[src/rtl/lat_rd_pkg.sv]
package lat_rd_pkg;

  typedef enum logic {
    BG_IDLE   = 1'b0,
    BG_STREAM = 1'b1
  } lr_bg_e;

  localparam logic [1:0] LR_RESP_OKAY = 2'b00;

endpackage

[src/rtl/lat_rd_fifo.sv]
module lat_rd_fifo #(
  parameter int unsigned W     = 8,
  parameter int unsigned DEPTH = 4
) (
  input  logic         clk,
  input  logic         rst_n,
  input  logic         push,
  input  logic [W-1:0] din,
  input  logic         pop,
  output logic [W-1:0] dout,
  output logic         empty,
  output logic         full
);
  localparam int unsigned PTR_W = (DEPTH > 1) ? $clog2(DEPTH) : 1;
  localparam int unsigned CNT_W = $clog2(DEPTH + 1);

  logic [W-1:0]     mem [DEPTH];
  logic [PTR_W-1:0] rd_q, rd_d, wr_q, wr_d;
  logic [CNT_W-1:0] cnt_q, cnt_d;

  function automatic logic [PTR_W-1:0] bump(input logic [PTR_W-1:0] p);
    return (p == PTR_W'(DEPTH - 1)) ? '0 : p + 1'b1;
  endfunction

  always_comb begin
    rd_d  = pop  ? bump(rd_q) : rd_q;
    wr_d  = push ? bump(wr_q) : wr_q;
    cnt_d = cnt_q;
    if (push && !pop)      cnt_d = cnt_q + 1'b1;
    else if (pop && !push) cnt_d = cnt_q - 1'b1;
  end

  always_ff @(posedge clk or negedge rst_n) begin
    if (!rst_n) begin
      rd_q  <= '0;
      wr_q  <= '0;
      cnt_q <= '0;
    end else begin
      if (pop)         rd_q  <= rd_d;
      if (push)        wr_q  <= wr_d;
      if (push ^ pop)  cnt_q <= cnt_d;
    end
  end

  always_ff @(posedge clk) begin
    if (push) mem[wr_q] <= din;
  end

  assign dout  = mem[rd_q];
  assign empty = (cnt_q == '0);
  assign full  = (cnt_q == CNT_W'(DEPTH));

  assert_no_overflow_R5: assert property (@(posedge clk) disable iff (!rst_n)
    cnt_q <= CNT_W'(DEPTH))
    else $error("wait queue holds more than DEPTH entries");

  assert_pop_nonempty_R6: assert property (@(posedge clk) disable iff (!rst_n)
    pop |-> !empty)
    else $error("return logic took an entry from an empty queue");

endmodule

[src/rtl/lat_rd_timer.sv]
module lat_rd_timer #(
  parameter int unsigned ADDR_W   = 32,
  parameter int unsigned ROW_LSB  = 10,
  parameter int unsigned ROW_W    = 4,
  parameter int unsigned HIT_DLY  = 3,
  parameter int unsigned MISS_PEN = 6,
  parameter int unsigned TIME_W   = 16
) (
  input  logic              clk,
  input  logic              rst_n,
  input  logic              ar_fire,
  input  logic [ADDR_W-1:0] ar_addr,
  output logic [TIME_W-1:0] now,
  output logic [TIME_W-1:0] due
);
  logic [ROW_W-1:0]  row_q, row_d, ar_row;
  logic              open_q, open_d, hit;
  logic [TIME_W-1:0] now_d;

  assign ar_row = ar_addr[ROW_LSB +: ROW_W];

  always_comb begin
    hit    = open_q && (ar_row == row_q);
    due    = now + (hit ? TIME_W'(HIT_DLY) : TIME_W'(HIT_DLY + MISS_PEN));
    now_d  = now + 1'b1;
    row_d  = row_q;
    open_d = open_q;
    if (ar_fire) begin
      row_d  = ar_row;
      open_d = 1'b1;
    end
  end

  always_ff @(posedge clk or negedge rst_n) begin
    if (!rst_n) begin
      now    <= '0;
      row_q  <= '0;
      open_q <= 1'b0;
    end else begin
      now <= now_d;
      if (ar_fire) begin
        row_q  <= row_d;
        open_q <= open_d;
      end
    end
  end

  assert_row_opened_R3: assert property (@(posedge clk) disable iff (!rst_n)
    ar_fire |=> open_q)
    else $error("no open row after an accepted read");

endmodule

[src/rtl/lat_rd_beats.sv]
module lat_rd_beats
  import lat_rd_pkg::*;
#(
  parameter int unsigned ID_W   = 4,
  parameter int unsigned ADDR_W = 32,
  parameter int unsigned LEN_W  = 8,
  parameter int unsigned DATA_W = 32,
  parameter int unsigned TIME_W = 16,
  parameter logic [DATA_W-1:0] PATTERN = '0
) (
  input  logic              clk,
  input  logic              rst_n,
  input  logic              head_valid,
  input  logic [ID_W-1:0]   head_id,
  input  logic [ADDR_W-1:0] head_addr,
  input  logic [LEN_W-1:0]  head_len,
  input  logic [TIME_W-1:0] head_due,
  input  logic [TIME_W-1:0] now,
  output logic              pop,
  input  logic              r_ready,
  output logic              r_valid,
  output logic [ID_W-1:0]   r_id,
  output logic [DATA_W-1:0] r_data,
  output logic [1:0]        r_resp,
  output logic              r_last
);
  localparam int unsigned STEP = DATA_W / 8;

  lr_bg_e            st_q, st_d;
  logic [ID_W-1:0]   id_q, id_d;
  logic [ADDR_W-1:0] addr_q, addr_d;
  logic [LEN_W-1:0]  left_q, left_d;
  logic [TIME_W-1:0] gap;
  logic              due_reached, beat_done, finishing, upd;

  always_comb begin
    gap         = now - head_due;
    due_reached = !gap[TIME_W-1];
    beat_done   = (st_q == BG_STREAM) && r_ready;
    finishing   = beat_done && (left_q == '0);
    pop         = head_valid && due_reached && ((st_q == BG_IDLE) || finishing);
    st_d   = st_q;
    id_d   = id_q;
    addr_d = addr_q;
    left_d = left_q;
    if (pop) begin
      st_d   = BG_STREAM;
      id_d   = head_id;
      addr_d = head_addr;
      left_d = head_len;
    end else if (finishing) begin
      st_d = BG_IDLE;
    end else if (beat_done) begin
      addr_d = addr_q + ADDR_W'(STEP);
      left_d = left_q - 1'b1;
    end
    upd = pop || beat_done;
  end

  always_ff @(posedge clk or negedge rst_n) begin
    if (!rst_n) begin
      st_q   <= BG_IDLE;
      id_q   <= '0;
      addr_q <= '0;
      left_q <= '0;
    end else if (upd) begin
      st_q   <= st_d;
      id_q   <= id_d;
      addr_q <= addr_d;
      left_q <= left_d;
    end
  end

  assign r_valid = (st_q == BG_STREAM);
  assign r_id    = id_q;
  assign r_data  = DATA_W'(addr_q) ^ PATTERN;
  assign r_resp  = LR_RESP_OKAY;
  assign r_last  = (left_q == '0);

  assert_hold_R9: assert property (@(posedge clk) disable iff (!rst_n)
    (r_valid && !r_ready) |=> (r_valid && $stable(r_data) && $stable(r_id) && $stable(r_last)))
    else $error("return beat changed while stalled");

  assert_stream_R7: assert property (@(posedge clk) disable iff (!rst_n)
    (r_valid && r_ready && !r_last) |=> r_valid)
    else $error("burst stopped before its final beat");

endmodule

[src/rtl/lat_rd_responder.sv]
module lat_rd_responder #(
  parameter int unsigned ID_W     = 4,
  parameter int unsigned ADDR_W   = 32,
  parameter int unsigned LEN_W    = 8,
  parameter int unsigned DATA_W   = 32,
  parameter int unsigned DEPTH    = 4,
  parameter int unsigned HIT_DLY  = 3,
  parameter int unsigned MISS_PEN = 6,
  parameter int unsigned ROW_LSB  = 10,
  parameter int unsigned ROW_W    = 4,
  parameter int unsigned TIME_W   = 16,
  parameter logic [DATA_W-1:0] PATTERN = 32'hA5C3_0F96
) (
  input  logic              aclk,
  input  logic              aresetn,
  input  logic              ar_valid,
  output logic              ar_ready,
  input  logic [ID_W-1:0]   ar_id,
  input  logic [ADDR_W-1:0] ar_addr,
  input  logic [LEN_W-1:0]  ar_len,
  output logic              r_valid,
  input  logic              r_ready,
  output logic [ID_W-1:0]   r_id,
  output logic [DATA_W-1:0] r_data,
  output logic [1:0]        r_resp,
  output logic              r_last
);
  localparam int unsigned ENT_W = ID_W + ADDR_W + LEN_W + TIME_W;

  logic              ar_fire, q_full, q_empty, q_pop;
  logic [TIME_W-1:0] now, due;
  logic [ENT_W-1:0]  q_din, q_dout;
  logic [ID_W-1:0]   h_id;
  logic [ADDR_W-1:0] h_addr;
  logic [LEN_W-1:0]  h_len;
  logic [TIME_W-1:0] h_due;

  assign ar_ready = !q_full;
  assign ar_fire  = ar_valid && ar_ready;
  assign q_din    = {ar_id, ar_addr, ar_len, due};
  assign {h_id, h_addr, h_len, h_due} = q_dout;

  lat_rd_timer #(
    .ADDR_W(ADDR_W), .ROW_LSB(ROW_LSB), .ROW_W(ROW_W),
    .HIT_DLY(HIT_DLY), .MISS_PEN(MISS_PEN), .TIME_W(TIME_W)
  ) u_timer (
    .clk(aclk), .rst_n(aresetn), .ar_fire(ar_fire), .ar_addr(ar_addr),
    .now(now), .due(due)
  );

  lat_rd_fifo #(.W(ENT_W), .DEPTH(DEPTH)) u_queue (
    .clk(aclk), .rst_n(aresetn), .push(ar_fire), .din(q_din),
    .pop(q_pop), .dout(q_dout), .empty(q_empty), .full(q_full)
  );

  lat_rd_beats #(
    .ID_W(ID_W), .ADDR_W(ADDR_W), .LEN_W(LEN_W), .DATA_W(DATA_W),
    .TIME_W(TIME_W), .PATTERN(PATTERN)
  ) u_beats (
    .clk(aclk), .rst_n(aresetn), .head_valid(!q_empty), .head_id(h_id),
    .head_addr(h_addr), .head_len(h_len), .head_due(h_due), .now(now),
    .pop(q_pop), .r_ready(r_ready), .r_valid(r_valid), .r_id(r_id),
    .r_data(r_data), .r_resp(r_resp), .r_last(r_last)
  );

endmodule

[config.mk]
export PLATFORM = sky130hd
export DESIGN_NAME = lat_rd_responder
export DESIGN_NICKNAME = d
export VERILOG_FILES = /design/src/rtl/lat_rd_pkg.sv /design/src/rtl/lat_rd_fifo.sv /design/src/rtl/lat_rd_timer.sv /design/src/rtl/lat_rd_beats.sv /design/src/rtl/lat_rd_responder.sv
export SDC_FILE = /design/constraint.sdc
export NUM_CORES = 1
export LEC_CHECK = 0
export ABC_CLOCK_PERIOD_IN_PS = 11320
export BUFFER_PORTS_ARGS = -buffer_cell sky130_fd_sc_hd__buf_2
export CAP_MARGIN = 10
export CELL_PAD_IN_SITES_DETAIL_PLACEMENT = 0
export CELL_PAD_IN_SITES_GLOBAL_PLACEMENT = 2
export CORE_ASPECT_RATIO = 1.2
export CORE_UTILIZATION = 35
export CTS_BUF_LIST = sky130_fd_sc_hd__clkbuf_16
export DETAILED_ROUTE_END_ITERATION = 16
export GPL_ROUTABILITY_DRIVEN = 0
export GPL_TIMING_DRIVEN = 0
export PLACE_DENSITY_LB_ADDON = 0.1
export SLEW_MARGIN = 0
export SYNTH_ARGS = -nofsm -noshare
export SYNTH_HDL_FRONTEND = slang
export SYNTH_SLANG_ARGS = --single-unit
[constraint.sdc]
create_clock -name aclk -period 11.32 [get_ports aclk]
set_input_delay 0 -clock aclk [delete_from_list [all_inputs] [get_ports aclk]]
set_output_delay 0 -clock aclk [all_outputs]
set_load 0.02 [all_outputs]
==> impl_metrics.env <==
export IMPL_outcome="finished clean"
export IMPL_fp_dieArea_um2=39100
export IMPL_switchingPower_mw=1.24
export IMPL_p_leak_nw=6.21
export IMPL_cts_resized=0
export IMPL_min_period_over_period=0.483
export IMPL_htreeDepth=2
export IMPL_place_area_um2=14600
export IMPL_p_seq_frac=0.409
export IMPL_cts_clk_slew_worst_paths_ns=0.06
export IMPL_rows=78
export IMPL_grt_max_degree=60
export IMPL_swShare=0.304
export IMPL_setup_violations=0
export IMPL_die_w_um=181
export IMPL_drv_cap=0
export IMPL_placedCellCount=1359
export IMPL_final_antenna_net_count=0
export IMPL_p_total_mw=4.08
export IMPL_core_area_um2=37800
export IMPL_cts_tree="built"
export IMPL_top_layer_used="met5"
export IMPL_io_pins=89
export IMPL_nNetsFinal=1040
export IMPL_cts_buffers=35
export IMPL_synth_edf_count=240
export IMPL_final_util=0.431
export IMPL_ys_seq_elements=313
export IMPL_reg2reg_depth=17
export IMPL_worstSetupPathType="flop to flop"
export IMPL_yosysMostFrequentCell="edfxtp_1"
export IMPL_drt_first_iter_violations=284
export IMPL_yosysTopAreaCell="edfxtp_1"
export IMPL_reg2reg_to="u_queue.cnt_q[1]"
export IMPL_synthArstFlopShare=0.233
export IMPL_vias_per_cell=4.86
export IMPL_final_layout_size_suffix_gt1_frac=0.285
export IMPL_r2r_setup_slack_ns=5.86
export IMPL_grt_pass1_vias=7815
export IMPL_relSlewSlack=0.324
export IMPL_hold_class="primary input to async pin"
export IMPL_layout_setup_ws_ns=5.86
export IMPL_ys_warn_count=0
export IMPL_clockBufferDepth=3
export IMPL_yosys_top_cells_area="edfxtp_1, dfrtp_1, mux4_2"
export IMPL_insertion_delay_ns=0.52
export IMPL_fin_crit_ns=5.46
export IMPL_synthTopCellsByCount="edfxtp_1, dfrtp_1, mux4_2"
export IMPL_start_kind="flop"
export IMPL_wl_met3_um=968
export IMPL_syn_area_um2=13400
export IMPL_overflow=0
export IMPL_synth_distinct_cells=51
export IMPL_p_int_mw=2.84
export IMPL_crit_required_ns=11.71
export IMPL_ys_seq_area_frac=0.673
export IMPL_power_density_nw_per_um2=250
export IMPL_drv_slew=0
export IMPL_vias=7150
export IMPL_dr_wl_met2_mm=15.1
export IMPL_wl_per_cell_um=19.5
export IMPL_r2r_start="u_queue.rd_q[0]"
export IMPL_final_area_um2=16300
export IMPL_syn_inst=787
export IMPL_synth_ff_type="edfxtp_1"
export IMPL_syn_to_final_growth_pct=21.2
export IMPL_dp_hpwl_mm=18.8
export IMPL_finalClockSkew_ns=0.0211
export IMPL_grt_pass1_wl_mm=45.7
export IMPL_cts_root_buf="clkbuf_16"
export IMPL_clkSinkCount=313
export IMPL_antenna_found_initial=2
export IMPL_wirelength_mm=28.7
export IMPL_initial_utilization=0.355
export IMPL_arrival_ns=5.86
export IMPL_rsz0062_at_grt="no"
export IMPL_tightest_slew_ns=1.01
export IMPL_clkPwrFrac=0.279
export IMPL_hold_ws_ns=0.0628
export IMPL_drt_met1_wl_mm=12.0
export IMPL_groute_usage_overall=0.155
export IMPL_dp_slack_ns=5.67
export IMPL_synth_top_area_frac=0.537
export IMPL_ir_worst_vdd_v=0.0000968
export IMPL_timing_fmax_mhz=183
export IMPL_end_kind="flop"
export IMPL_stdcell_count=1472
export IMPL_combPwrFrac=0.312
export IMPL_hold_viol_final=0
export IMPL_numPortBuffers=86
export IMPL_fin_setup_tns_ns=0
export IMPL_syn_avg_cell_area_um2=17.0
export IMPL_dieHeight_um=216
export IMPL_path_max_fanout=10
export IMPL_dr_pass1_iters=4
export IMPL_drc=0
[worst max path at each step]
stage               startpoint          endpoint  slack (ns)
2_1_floorplan  u_queue.rd_q[0]  u_queue.cnt_q[1]        6.83
6_report       u_queue.rd_q[0]  u_queue.cnt_q[1]        5.86
4_1_cts        u_queue.rd_q[0]  u_queue.cnt_q[1]        5.62
3_5_place_dp   u_queue.rd_q[0]  u_queue.cnt_q[1]        5.67
5_1_grt        u_queue.rd_q[0]  u_queue.cnt_q[1]        5.40
3_3_place_gp   u_queue.rd_q[0]  u_queue.cnt_q[1]        5.68
[power groups by stage]
stage / logic (mW) / clock network (mW) / registers (mW)
4_1_cts: 1.31 / 1.17 / 1.67
2_1_floorplan: 0.912 / 0 / 1.67
5_1_grt: 1.40 / 1.21 / 1.70
6_report: 1.27 / 1.14 / 1.67
3_3_place_gp: 1.24 / 0 / 1.70
3_5_place_dp: 1.29 / 0 / 1.70
[sequential cells by signal, summed over array words and instances (netlist names)]
| register | flops |
|---|---|
| u_timer.open_q | 1 |
| u_timer.row_q | 4 |
| u_queue.rd_q | 2 |
| u_beats.left_q | 8 |
| u_beats.addr_q | 32 |
| u_queue.cnt_q | 3 |
| u_queue.mem | 240 |
| u_beats.r_valid | 1 |
| u_queue.wr_q | 2 |
| u_timer.now | 16 |
| u_beats.r_id | 4 |
[repair_timing]
action / in CTS / in global routing
hold buffers: 48 / 0
endpoints found under the hold margin: 255 / 0
setup buffers: 0 / 0
[worst max-delay path, cell delays in order (launching register included)]
cell	delay (ns)
dfrtp_1	0.35
buf_4	0.22
clkbuf_1	0.72
buf_2	0.49
mux4_2	0.54
inv_1	0.08
ha_1	0.24
a21o_1	0.19
a21oi_1	0.14
o211ai_1	0.17
a211o_1	0.43
a21oi_4	0.48
inv_4	0.11
buf_6	0.18
ha_1	0.22
inv_1	0.08
fa_1	0.41
mux2_2	0.27
[cell families after synthesis]
family	count (synthesis)	share of synthesized area
DFF	313	0.673
buffers and inverters	87	0.0324
AOI/OAI and AO/OA	38	0.0220
xor gates and xnor gates	67	0.0443
muxes	103	0.145
and+or+nand+nor	150	0.0554
other	1	0.000279
adders and majority gates	28	0.0272
[cell usage in the layout (no fill, tap or decap), drive strengths merged, types with 10 or more instances in the layout]
cell type and count:
edfxtp 240, buf 117, dfrtp 73, mux4 59
inv 57, clkbuf 51, dlygate4sd3 48, xnor2 46
nand2 45, mux2 44, nand3 28, nor2 26
ha 26, xor2 21, clkinv 12, nand4 11
a211oi 10, nor3 10
[layout make-up]
| cell class | instances | area, um2 |
|---|---|---|
| fillers | 3411 | 21500 |
| flip-flops and latches | 313 | 9030 |
| multi-input cells | 388 | 3990 |
| repair buffers | 139 | 1050 |
| clock buffers | 36 | 901 |
| well taps | 480 | 601 |
| clock inverters | 28 | 259 |
| plain buffers | 41 | 259 |
| inverters | 46 | 175 |
| diodes | 1 | 2.50 |
[metal layers]
| layer | vias to the layer above | GRT usage |
|---|---|---|
| met5 | - | 0 |
| met2 | 121 | 0.278 |
| met3 | 50 | 0.0282 |
| met1 | 3646 | 0.187 |
| li1 | 3331 | - |
| met4 | 2 | 0.0479 |
(Power assumes the default switching activity.)
